**src/rtl/tlb_plru_pkg.sv**
```systemverilog
package tlb_plru_pkg;
  // Which rule produced the current victim choice.
  typedef enum logic [1:0] {
    SRC_FORCE,
    SRC_FREE,
    SRC_TREE,
    SRC_FALLBACK
  } pick_src_e;
endpackage

```
**src/rtl/tlb_lowest_set.sv**
```systemverilog
module tlb_lowest_set #(
  parameter int N = 32,
  localparam int W = $clog2(N)
) (
  input  logic [N-1:0] vec_i,
  output logic         found_o,
  output logic [W-1:0] idx_o
);
  always_comb begin
    found_o = |vec_i;
    idx_o   = '0;
    for (int i = N - 1; i >= 0; i--) begin
      if (vec_i[i]) idx_o = i[W-1:0];
    end
  end
endmodule

```
**src/rtl/tlb_plru_tree.sv**
```systemverilog
module tlb_plru_tree #(
  parameter int ENTRIES = 32,
  localparam int IDX_W = $clog2(ENTRIES)
) (
  input  logic             clk,
  input  logic             rst,
  input  logic             clear_i,
  input  logic             upd_i,
  input  logic [IDX_W-1:0] upd_idx_i,
  output logic [IDX_W-1:0] leaf_o
);
  // Node n (heap numbering, root = 1) is stored at slot n-1.
  logic [ENTRIES-2:0] state_q, state_d;

  // Walk toward the less recently used half at every level.
  always_comb begin
    logic [IDX_W-1:0] node;
    logic             dir;
    node   = IDX_W'(1);
    leaf_o = '0;
    for (int lv = 0; lv < IDX_W; lv++) begin
      dir    = ~state_q[node - 1'b1];
      leaf_o = {leaf_o[IDX_W-2:0], dir};
      node   = {node[IDX_W-2:0], dir};
    end
  end

  // Point every node on the path toward the touched entry.
  always_comb begin
    logic [IDX_W-1:0] node;
    logic [IDX_W-1:0] rem;
    state_d = state_q;
    node    = IDX_W'(1);
    rem     = upd_idx_i;
    for (int lv = 0; lv < IDX_W; lv++) begin
      state_d[node - 1'b1] = rem[IDX_W-1];
      node = {node[IDX_W-2:0], rem[IDX_W-1]};
      rem  = rem << 1;
    end
  end

  always_ff @(posedge clk) begin
    if (rst || clear_i) state_q <= '0;
    else if (upd_i)     state_q <= state_d;
  end

  assert_clear_zero_R10: assert property (@(posedge clk) disable iff (rst)
    clear_i |=> (state_q == '0));

  assert_upd_mru_R4: assert property (@(posedge clk) disable iff (rst)
    (upd_i && !clear_i) |=> (leaf_o != $past(upd_idx_i)));

  assert_hold_R5: assert property (@(posedge clk) disable iff (rst)
    (!upd_i && !clear_i) |=> $stable(state_q));
endmodule

```
**src/rtl/tlb_plru_victim.sv**
```systemverilog
module tlb_plru_victim
  import tlb_plru_pkg::*;
#(
  parameter int ENTRIES = 32,
  localparam int IDX_W = $clog2(ENTRIES)
) (
  input  logic               clk,
  input  logic               rst,
  input  logic [ENTRIES-1:0] valid_i,
  input  logic [ENTRIES-1:0] lock_i,
  input  logic               hit_i,
  input  logic [IDX_W-1:0]   hit_idx_i,
  input  logic               alloc_i,
  input  logic               force_en_i,
  input  logic [IDX_W-1:0]   force_idx_i,
  input  logic               clear_i,
  output logic [IDX_W-1:0]   victim_o,
  output logic               no_victim_o
);
  logic             free_found, unl_found, none;
  logic [IDX_W-1:0] free_idx, unl_idx, tree_leaf, pick;
  logic             upd;
  logic [IDX_W-1:0] upd_idx;
  pick_src_e        src;

  tlb_lowest_set #(.N(ENTRIES)) u_free (
    .vec_i(~valid_i & ~lock_i), .found_o(free_found), .idx_o(free_idx));

  tlb_lowest_set #(.N(ENTRIES)) u_unlocked (
    .vec_i(~lock_i), .found_o(unl_found), .idx_o(unl_idx));

  tlb_plru_tree #(.ENTRIES(ENTRIES)) u_tree (
    .clk(clk), .rst(rst), .clear_i(clear_i),
    .upd_i(upd), .upd_idx_i(upd_idx), .leaf_o(tree_leaf));

  always_comb begin
    none = 1'b0;
    if (force_en_i)              begin src = SRC_FORCE;    pick = force_idx_i; end
    else if (free_found)         begin src = SRC_FREE;     pick = free_idx;    end
    else if (!lock_i[tree_leaf]) begin src = SRC_TREE;     pick = tree_leaf;   end
    else begin
      src  = SRC_FALLBACK;
      pick = unl_idx;
      none = !unl_found;
      if (none) pick = '0;
    end
  end

  // Allocation outranks a hit; a locked hit or a failed allocation leaves history alone.
  always_comb begin
    if (alloc_i && !none) begin
      upd     = !clear_i;
      upd_idx = pick;
    end else begin
      upd     = !clear_i && hit_i && !lock_i[hit_idx_i];
      upd_idx = hit_idx_i;
    end
  end

  always_ff @(posedge clk) begin
    if (rst) begin
      victim_o    <= '0;
      no_victim_o <= 1'b0;
    end else begin
      victim_o    <= pick;
      no_victim_o <= none;
    end
  end

  logic [ENTRIES-1:0] victim_hot;
  assign victim_hot = ENTRIES'(1) << victim_o;

  assert_free_first_R2: assert property (@(posedge clk) disable iff (rst)
    (!$past(rst) && !$past(force_en_i) && ($past(~valid_i & ~lock_i) != '0))
      |-> ((victim_hot & $past(valid_i)) == '0));

  assert_never_locked_R7: assert property (@(posedge clk) disable iff (rst)
    (!$past(rst) && !$past(force_en_i) && !no_victim_o)
      |-> ((victim_hot & $past(lock_i)) == '0));

  assert_none_all_locked_R8: assert property (@(posedge clk) disable iff (rst)
    no_victim_o |-> ((&$past(lock_i)) && !$past(force_en_i)));

  assert_force_wins_R9: assert property (@(posedge clk) disable iff (rst)
    (!$past(rst) && $past(force_en_i))
      |-> (victim_o == $past(force_idx_i) && !no_victim_o));
endmodule

```
**config.mk**
```make
export PLATFORM = sky130hd
export DESIGN_NAME = tlb_plru_victim
export DESIGN_NICKNAME = d
export VERILOG_FILES = /design/src/rtl/tlb_plru_pkg.sv /design/src/rtl/tlb_lowest_set.sv /design/src/rtl/tlb_plru_tree.sv /design/src/rtl/tlb_plru_victim.sv
export SDC_FILE = /design/constraint.sdc
export NUM_CORES = 1
export LEC_CHECK = 0
export ABC_AREA = 1
export BUFFER_PORTS_ARGS = -buffer_cell sky130_fd_sc_hd__buf_2
export CORE_MARGIN = 2
export CORE_UTILIZATION = 35
export DETAILED_ROUTE_END_ITERATION = 7
export PLACE_DENSITY = 0.62
export SLEW_MARGIN = 20
export SYNTH_ARGS = -nofsm -noshare
export SYNTH_HDL_FRONTEND = slang
export SYNTH_SLANG_ARGS = --single-unit
```
**constraint.sdc**
```tcl
create_clock -name clk -period 5.8 [get_ports clk]
set_clock_uncertainty 0.1 [all_clocks]
set_input_delay 1.16 -clock clk [delete_from_list [all_inputs] [get_ports clk]]
set_output_delay 1.16 -clock clk [all_outputs]
set_load 0.01 [all_outputs]
```
==> run summary, run 1 <==
Outcome = finished clean
Ports = 86
Top delay family on crit path = simple AND/OR/NAND/NOR gates
Gpl congestion = 0.926
Worst Setup End Kind = flip-flop
Hold crit path type = flip-flop to flip-flop
CTS tree = yes
Max_cap viols = 0
Via density = 5.10
R2r endpoint = u_tree.state_q[5]$_SDFFE_PP0P_
Worst EP required = 5.88 ns
HP Start = u_tree.state_q[21]$_SDFFE_PP0P_
Crit Path Category = flip-flop to flip-flop
Average size of a mapped cell = 5.48 um^2
Switching power = 0.461 mW
Pwr dens = 184 nW/um^2
Final Setup Violations = 0
Crit path capture = u_tree.state_q[5]$_SDFFE_PP0P_
Post-Synthesis Net Count = 986
CTS buffer count = 5
Non-filler instance count after layout = 1,188
Synth unique cells = 45
Crit path time final = 5.49 ns
Routed wire length = 16,700 um
Detailed Route Iter0 Violations = 386
# DRC = 0
Power share of the clock group = 31.8%
Relative slew slack = 61.2%
N_diodes = 0
Number of cells after detailed placement = 1,163
Worst Setup SP = u_tree.state_q[0]$_SDFFE_PP0P_
Crit path depth = 47
Sequential Power Share = 22.6%
H-Tree Depth = 2
Max-slew violation count = 0
Crit-path most repeated cell = nand2_4
Yosys top cell by area = nand2_1
CP Max Fanout = 8
Main synth FF type = dfxtp_1
Core Area = 13,800 um^2
Clock Sink Count = 37
RR Startpoint = u_tree.state_q[0]$_SDFFE_PP0P_
Layout net count = 1,096
Worst slew pin tran = 0.578 ns
Pre-antenna DRT Iters = 5
Worst-path clk slew = 0.06 ns
Startpoint type of the worst setup path = flip-flop
Avg WL per Cell = 14.1 um
Total grt overflow = 0
Dpl ws = -0.305 ns
HPWL after DPL = 12,900 um
Fillcell total = 1,492
CP max-delay cell = dfxtp_4
First-pass GRT wire length = 26,900 um
Post-synth top area share = 18.4%
ANT nets after route = 0
Number of synthesized flops with an enable pin = 0
Most common cell after layout, fill and taps aside = nand2_1
Initial antenna violation count = 0
Clk Latency, worst-skew pair = 0.29 ns
Max stage delay on crit path = 0.41 ns
Sw Share = 39.7%
Maximum vdd ir drop = 0.142 mV
Combinational power share = 45.5%
Die X = 123 um
RSZ-0062 raised after global routing = true
Post-synthesis sequential area ratio = 15.1%
Pint = 0.700 mW
Final period utilization = 94.6%
Max Clk Rate = 182 MHz
CTS max path bufs = 2
Pin count of the biggest net entering global routing = 30
R2r setup slk = 0.31 ns
Post-Syn Instances = 897
Final TNS setup = 0 ns
DIE AREA = 15,000 um^2
Commonest non-fill, non-tap cells in the layout = 228 x nand2_1, 156 x nor2_1, 120 x nand3_1, 85 x buf_2, 67 x inv_1
Worst R2R Path Depth = 47
DR vias = 6,064
Die H = 123 um
Root Driver = clkbuf_16
Row cnt = 43
Layout cells sized above 1 = 26.9%
Starting Density = 35.6%
Port bufs = 85
Area Growth Syn to Fin = 28.0%
Total track usage = 22.1%
Endpoints failing hold = 0
Seq cells post-synth = 37
Worst EP arrival = 5.57 ns
Vias in the first global route = 5,740
Top cells by area, synth = nand2_1 18%, dfxtp_1 15%, nand3_1 13%, nor2_1 12%, inv_1 5.6%
Worst setup margin = 0.313 ns
Netlist Area Pre-Place = 4920 um^2
Yosys warning count = 0
P_leak = 2.89 nW
Critical path buffers and inverters = 8
Synth async-reset ratio = 0%
through the flow:
| step | power, mW | utilization, % | hold WS, ns | area [um^2] |
|---|---|---|---|---|
| 2_1_floorplan | 0.596 | - | 0.331 | 4940 |
| 3_3_place_gp | 0.723 | 40.7 | 0.346 | 5630 |
| 3_5_place_dp | 0.722 | 40.7 | 0.354 | 5630 |
| 4_1_cts | 1.09 | 42.4 | 0.363 | 5860 |
| 5_1_grt | 1.23 | 45.5 | 0.382 | 6290 |
| 6_report | 1.16 | 45.5 | 0.362 | 6290 |
power by group through the flow:
stage | Sequential [mW] | Clock (mW) | Combinational, mW
final | 0.263 | 0.369 | 0.529
after floorplan | 0.269 | 0 | 0.327
after global routing | 0.263 | 0.382 | 0.585
after CTS | 0.263 | 0.371 | 0.460
after detailed placement | 0.269 | 0 | 0.453
after global placement | 0.269 | 0 | 0.455
per-layer routing:
| metal | wire [um] | track usage [%] | part of all wire, % |
|---|---|---|---|
| met1 | 7680 | 28.6 | 46 |
| met2 | 7910 | 37.7 | 47 |
| met3 | 735 | 1.91 | 4.4 |
| met4 | 406 | 8.62 | 2.4 |
| met5 | 0 | 0 | 0 |
tightest hold or removal path: stages, from the launching register on:
cell     delay, ns
dfxtp_1       0.30
inv_1         0.06
a21oi_1       0.06
how the worst min path moves through the flow:
| stage | endpoint | depth (start not counted) |
|---|---|---|
| 2_1_floorplan | u_tree.state_q[16]$_SDFFE_PP0P_ | 2 |
| 3_5_place_dp | u_tree.state_q[29]$_SDFFE_PP0P_ | 2 |
| 6_report | u_tree.state_q[21]$_SDFFE_PP0P_ | 2 |
| 4_1_cts | u_tree.state_q[29]$_SDFFE_PP0P_ | 2 |
| 5_1_grt | u_tree.state_q[20]$_SDFFE_PP0P_ | 2 |
| 3_3_place_gp | u_tree.state_q[23]$_SDFFE_PP0P_ | 2 |
registers in the layout, summed over array words and instances (netlist names):
register and count:
victim_o 5, no_victim_o 1, u_tree.state_q 31
area by class of cell:
cell class	instances	area [um^2]	share of cell area [%]
Clock inverter	3	68.8	1.09
Inverter	82	332	5.27
Clock buffer	5	125	1.99
Tap cell	180	225	3.58
Sequential cell	37	749	11.9
Timing Repair Buffer	125	766	12.2
Multi-Input combinational cell	756	4030	64.0
kinds of logic (layout without fill, tap and decap cells):
logic type                 after synthesis  count (layout)  share of synthesized area, %
DFF                                     37              37                          15.1
AOI/OAI and AO/OA                      121             122                          13.7
buffers and inverters                  107             215                          9.41
adders and majority gates                9               9                          2.29
xor gates and xnor gates                 1               1                         0.178
and+or+nand+nor                        622             624                          59.3
repair_timing:
item                                    CTS  global route
cloned                                    0             3
buffers inserted                          1            13
hold buffers                              0             0
resized for setup                         7            77
endpoints found under the setup margin   31            31
pin swaps                                 1            38
cell usage after synthesis (2+ instances only):
library cell and count:
o21ai_2 2, o221ai_1 2, nand3_4 2, nand4_1 10, nor2_4 4, o211ai_1 4
o22ai_1 4, nor2_2 4, dfxtp_1 37, buf_6 4, nor3_1 4, o21bai_1 3
a31oi_1 4, inv_1 74, or2_2 3, clkbuf_1 12, nand3_1 132, o21ai_1 18
inv_2 6, nand2_2 29, nor2_1 162, nor3_2 5, o21ai_0 41, nor2_8 2
nand3_2 10, ha_1 9, nand2_4 10, buf_4 3, buf_2 5, nand2_1 241
a21oi_1 37
No activity file was read; power rests on OpenSTA's default activity.
==> run 2: changes to the inputs <==
--- a/config.mk
+++ b/config.mk
@@ -10,5 +10,5 @@
 export CORE_MARGIN = 2
-export CORE_UTILIZATION = 35
+export CORE_UTILIZATION = 45
 export DETAILED_ROUTE_END_ITERATION = 7
-export PLACE_DENSITY = 0.62
+export PLACE_DENSITY = 0.75
 export SLEW_MARGIN = 20
==> constraint.sdc (replaced) <==
create_clock -name clk -period 5.8 [get_ports clk]
set_clock_uncertainty 0.1 [all_clocks]
set_input_delay 0.29 -clock clk [delete_from_list [all_inputs] [get_ports clk]]
set_output_delay 0.29 -clock clk [all_outputs]
set_load 0.01 [all_outputs]
==> run 2 against run 1 <==
Effect of this change:
- register-to-register slack better by 0.02 ns
- critical endpoint is now u_tree.state_q[15]$_SDFFE_PP0P_
- largest cell class unchanged
- final area fell by 3.0%
- critical path type unchanged
- worst hold slack worse by 0.21 ns
- sequential share of layout area is 0.37 points higher
- via count rose by 2.0%
- global-route usage is 4.3 points higher
- first-iteration DRC count rose by 52%
- sequential power about the same
- wire length decreased by 5.9%
- utilization rose by 11 points
- die area is 22% lower
==> run summary, run 2 (synthesis results as in run 1) <==
Pint = 0.612 mW
DIE AREA = 11,800 um^2
Starting Density = 45.8%
Endpoints failing hold = 0
WHS Path Cells = 2
Worst slew pin tran = 0.557 ns
DR vias = 6,187
Worst setup margin = 0.329 ns
Clk Latency, worst-skew pair = 0.30 ns
# DRC = 0
Startpoint type of the worst setup path = flip-flop
Worst R2R Path Depth = 49
Utilization after layout = 56.8%
Routed wire length = 15,700 um
Switching power = 0.428 mW
Total grt overflow = 0
Pwr dens = 170 nW/um^2
Die X = 109 um
Vias in the first global route = 5,460
Port bufs = 85
Sw Share = 41.1%
Clock Sink Count = 37
Relative slew slack = 62.5%
Worst-path clk slew = 0.08 ns
Dpl ws = -0.302 ns
Hold crit path type = input pin to flip-flop
H-Tree Depth = 2
CP Max Fanout = 8
First-pass GRT wire length = 25,400 um
Maximum vdd ir drop = 0.143 mV
CP max-delay cell = dfxtp_4
Via density = 5.41
N_diodes = 0
Tot Pwr = 1.04 mW
Root Driver = clkbuf_8
Combinational power share = 48.7%
Worst EP required = 5.89 ns
Layout net count = 1,091
Most common cell after layout, fill and taps aside = nand2_1
RR Startpoint = u_tree.state_q[0]$_SDFFE_PP0P_
Detailed Route Iter0 Violations = 588
Gpl congestion = 0.981
Crit path time final = 5.47 ns
ANT nets after route = 0
Crit Path Category = flip-flop to flip-flop
Layout cells sized above 1 = 26.2%
Power share of the clock group = 26.0%
Max-slew violation count = 0
Commonest non-fill, non-tap cells in the layout = 223 x nand2_1, 160 x nor2_1, 123 x nand3_1, 85 x buf_2, 64 x inv_1
R2r endpoint = u_tree.state_q[15]$_SDFFE_PP0P_
Sequential Power Share = 25.3%
Total track usage = 26.4%
CTS tree = yes
Biggest regs = u_tree.state_q: 31 flops, victim_o: 5 flops, no_victim_o: 1 flops
Ports = 86
Pin count of the biggest net entering global routing = 30
Core Area = 10,700 um^2
Outcome = finished clean
HP Start = rst
Area Growth Syn to Fin = 24.1%
Pre-antenna DRT Iters = 6
Max_cap viols = 0
Crit-path most repeated cell = nand2_4
Row cnt = 38
Initial antenna violation count = 0
HPWL after DPL = 12,200 um
Die H = 109 um
Final Setup Violations = 0
Max stage delay on crit path = 0.43 ns
Max Clk Rate = 183 MHz
P_leak = 2.81 nW
Worst Setup End Kind = flip-flop
Most flops, register = u_tree.state_q
Largest register FFs = 31
CTS buffer count = 5
Fillcell total = 1,086
R2r setup slk = 0.33 ns
CTS max path bufs = 2
Avg WL per Cell = 13.8 um
Hold Path End = victim_o[4]$_SDFF_PP0_
Worst EP arrival = 5.56 ns
Final period utilization = 94.3%
## run 2: cell types whose count changed in the layout (fill, tap and decap cells not counted), sizes merged
cell / change
buf: -5
## run 2: per-layer routing
metal	part of all wire (%)	GRT usage, %	vias up
li1	-	-	3150
met1	44	34.2	2742
met2	47	45.8	241
met3	6.4	2.05	54
met4	3.4	9.16	0
met5	0	0	-
## run 2: power groups by stage
| stage | registers [mW] | clock network (mW) | logic, mW |
|---|---|---|---|
| after floorplan | 0.269 | 0 | 0.327 |
| after detailed placement | 0.269 | 0 | 0.446 |
| after global placement | 0.269 | 0 | 0.447 |
| final | 0.263 | 0.270 | 0.507 |
| after CTS | 0.263 | 0.275 | 0.454 |
| after global routing | 0.263 | 0.284 | 0.562 |
## run 2: worst max path at each step
stage | from | end | slack [ns] | cells after the start
after floorplan | u_tree.state_q[1]$_SDFFE_PP0P_ | u_tree.state_q[9]$_SDFFE_PP0P_ | 0.01 | 53
after global placement | u_tree.state_q[1]$_SDFFE_PP0P_ | u_tree.state_q[15]$_SDFFE_PP0P_ | -0.08 | 46
after detailed placement | u_tree.state_q[1]$_SDFFE_PP0P_ | u_tree.state_q[15]$_SDFFE_PP0P_ | -0.30 | 46
after CTS | u_tree.state_q[1]$_SDFFE_PP0P_ | u_tree.state_q[5]$_SDFFE_PP0P_ | 0.009 | 46
after global routing | u_tree.state_q[0]$_SDFFE_PP0P_ | u_tree.state_q[12]$_SDFFE_PP0P_ | -0.08 | 48
final | u_tree.state_q[0]$_SDFFE_PP0P_ | u_tree.state_q[15]$_SDFFE_PP0P_ | 0.33 | 49
## run 2: final cells by class
class	instances	area [um^2]	area share [%]
Clock buffer	5	68.8	1.13
Clock inverter	3	68.8	1.13
Inverter	82	327	5.35
Multi-Input combinational cell	756	4010	65.7
Sequential cell	37	749	12.3
Tap cell	140	175	2.87
Timing Repair Buffer	120	703	11.5
## run 2: stage by stage
step           cell area [um^2]  instances  hold slack [ns]  TNS, ns
4_1_cts                    5730       1126            0.147        0
6_report                   6100       1143            0.148        0
3_3_place_gp               5540       1118            0.347   -0.286
3_5_place_dp               5540       1118            0.350    -4.68
2_1_floorplan              4940        897            0.261        0
5_1_grt                    6100       1143            0.163   -0.535
## run 2: critical path: cells and delay by family, from the launching register on
kind                     cells  cell delay, ns
buffers and inverters       10            0.83
flip-flops                   1            0.43
AND/OR/NAND/NOR             31            2.71
AO/OA/AOI/OAI                5            0.63
adder cells (fa/ha/maj)      3            0.61
## run 2: repair_timing
action | in CTS | in global routing
hold buffers | 0 | 0
gates resized for setup | 9 | 67
setup endpoints to repair | 31 | 31
buffers inserted | 0 | 14
pin swaps | 1 | 33
cloned | 0 | 3
==> run 3: changes to the inputs <==
Settings changed: ABC_AREA 1 to not set.
==> run 3 against run 2 <==
Effect of this change:
- sequential power about the same
- total power down 2.0%
- first-iteration DRC count up 18%
- register-to-register slack worse by 0.15 ns
- die area about the same
- sequential share of layout area down 0.93 points
- critical path depth down 22
- flip-flop and latch count unchanged
- critical path type unchanged
- largest cell class unchanged
==> run summary, run 3 <==
Die H = 109 um
Top cells by count, synth = 91 x nor2_1, 87 x nand2_1, 38 x a21oi_1
Yosys top cell by area = dfxtp_1
Pwr dens = 154 nW/um^2
Ports = 86
Post-synth top area share = 15.1%
Worst-path clk slew = 0.08 ns
Synth async-reset ratio = 0%
Seq cells post-synth = 37
R2r setup slk = 0.17 ns
GRT Max-Usage Layer = met2
Total track usage = 30.5%
Grt met1 use = 40.0%
Via density = 6.45
Final Setup Violations = 0
Critical path buffers and inverters = 5
Pin count of the biggest net entering global routing = 28
Post-Syn Instances = 686
Layout net count = 892
Worst setup margin = 0.175 ns
HPWL after DPL = 14,100 um
Clk Latency, worst-skew pair = 0.31 ns
Hold crit path type = input pin to flip-flop
Outcome = finished clean
Most common cell in the netlist = nor2_1
CTS buffer count = 5
Max_cap viols = 0
Hold Path End = victim_o[1]$_SDFF_PP0_
CP max-delay cell = dfxtp_4
Port bufs = 85
Endpoints failing hold = 0
Post-CTS Hold Fix Bufs = 0
Layout cells sized above 1 = 34.7%
Top cells by area, synth = dfxtp_1 15%, nor2_1 6.9%, nand2_1 6.6%, mux2i_1 6.3%, mux4_2 4.6%
Post-Synthesis Net Count = 775
Final TNS setup = 0 ns
Detailed Route Iter0 Violations = 691
Dpl ws = 0.0146 ns
CTS max path bufs = 2
Synth unique cells = 93
Worst EP required = 5.83 ns
Row cnt = 38
Vias in the first global route = 5,558
First-pass GRT wire length = 28,300 um
Met2 GRT Util = 51.2%
Worst Setup End Kind = flip-flop
Worst slew pin tran = 0.627 ns
Pre-antenna DRT Iters = 5
Number of cells after detailed placement = 907
Starting Density = 45.7%
N_diodes = 0
P_leak = 2.39 nW
Netlist Area Pre-Place = 4920 um^2
Met3 Usage GRT = 4.28%
Average size of a mapped cell = 7.17 um^2
Maximum vdd ir drop = 0.122 mV
Fillcell total = 972
HP Start = rst
Max Clk Rate = 178 MHz
Area of the multi-input gates = 4430 um^2
Area Growth Syn to Fin = 34.4%
CTS tree = yes
Worst EP arrival = 5.66 ns
H-Tree Depth = 2
Core Area = 10,700 um^2
Crit path time final = 5.63 ns
Largest register FFs = 31
# DRC = 0
Most flops, register = u_tree.state_q
Max-slew violation count = 0
Non-filler instance count after layout = 944
RR Startpoint = u_tree.state_q[2]$_SDFFE_PP0P_
Startpoint type of the worst setup path = flip-flop
Routed wire length = 18,700 um
Die X = 109 um
Total grt overflow = 0
Root Driver = clkbuf_8
Number of synthesized flops with an enable pin = 0
Yosys warning count = 0
Biggest regs = u_tree.state_q: 31 flops, victim_o: 5 flops, no_victim_o: 1 flops
Relative slew slack = 57.8%
ANT nets after route = 0
Worst hold margin = 0.157 ns
WHS Path Cells = 2
Final period utilization = 97.0%
Max stage delay on crit path = 0.40 ns
Initial antenna violation count = 0
Avg WL per Cell = 19.9 um
Crit Path Category = flip-flop to flip-flop
Register Area = 749 um^2
Worst R2R Path Depth = 27
DR vias = 6,086
Commonest non-fill, non-tap cells in the layout = 85 x nor2_1, 85 x buf_2, 82 x nand2_1, 49 x buf_4, 33 x a21oi_1
CP Max Fanout = 20
Clock Sink Count = 37
Top delay family on crit path = compound AO/OA/AOI/OAI gates
Main synth FF type = dfxtp_1
Gpl congestion = 0.997
R2r endpoint = u_tree.state_q[1]$_SDFFE_PP0P_
DIE AREA = 11,800 um^2
Post-synthesis sequential area ratio = 15.1%
==> run 3: what timing repair did <==
action	in CTS	in global routing
buffers inserted	1	26
cloned	0	3
pin swaps	3	41
endpoints found under the setup margin	4	30
resized for setup	6	59
==> run 3: power breakdown <==
group,total (mW),switching (mW),leakage [nW],internal (mW)
clock,0.186,0.101,0.0374,0.0847
combinational,0.571,0.330,2.06,0.241
sequential,0.262,0.00332,0.302,0.258
==> run 3: metrics by stage <==
step | instance area, um^2 | power (mW) | util (%)
detailed placement | 5960 | 0.748 | 55.4
global route | 6610 | 1.07 | 61.5
global placement | 5960 | 0.742 | 55.4
floorplan | 5320 | 0.608 | -
CTS | 6080 | 0.937 | 56.6
finish | 6610 | 1.02 | 61.5
==> run 3: kinds of logic (layout without fill, tap and decap cells) <==
kind of cell             count (synthesis)  in the layout  synth area share, %
multiplexers                            50             50                 13.1
XOR/XNOR                                 6              6                 1.07
AND/OR/NAND/NOR                        312            312                 31.5
flip-flops                              37             37                 15.1
buffers and inverters                   65            183                 5.96
adder cells (fa/ha/maj)                  9              9                 2.29
AO/OA/AOI/OAI                          207            207                 31.1
==> run 3: cell type report <==
class | instances | area share [%]
Timing Repair inverter | 1 | 0.133
Sequential cell | 37 | 11.3
Inverter | 28 | 2.10
Clock buffer | 6 | 1.10
Clock inverter | 2 | 0.227
Timing Repair Buffer | 146 | 15.4
Tap cell | 140 | 2.65
Multi-Input combinational cell | 584 | 67.0
==> run 3: worst max-delay path by stage <==
stage / startpoint / to / slack (ns) / depth (start not counted)
3_3_place_gp: u_tree.state_q[0]$_SDFFE_PP0P_ / u_tree.state_q[1]$_SDFFE_PP0P_ / 0.04 / 28
2_1_floorplan: u_tree.state_q[1]$_SDFFE_PP0P_ / u_tree.state_q[18]$_SDFFE_PP0P_ / -0.28 / 33
5_1_grt: u_tree.state_q[2]$_SDFFE_PP0P_ / u_tree.state_q[4]$_SDFFE_PP0P_ / -0.06 / 29
6_report: u_tree.state_q[2]$_SDFFE_PP0P_ / u_tree.state_q[1]$_SDFFE_PP0P_ / 0.17 / 27
4_1_cts: u_tree.state_q[0]$_SDFFE_PP0P_ / u_tree.state_q[18]$_SDFFE_PP0P_ / 0.003 / 27
3_5_place_dp: u_tree.state_q[0]$_SDFFE_PP0P_ / u_tree.state_q[29]$_SDFFE_PP0P_ / 0.01 / 30
==> run 3: per-layer routing <==
layer	wire (um)	part of all wire, %
met1	7920	42
met2	8750	47
met3	1510	8.1
met4	573	3.1
met5	0	0
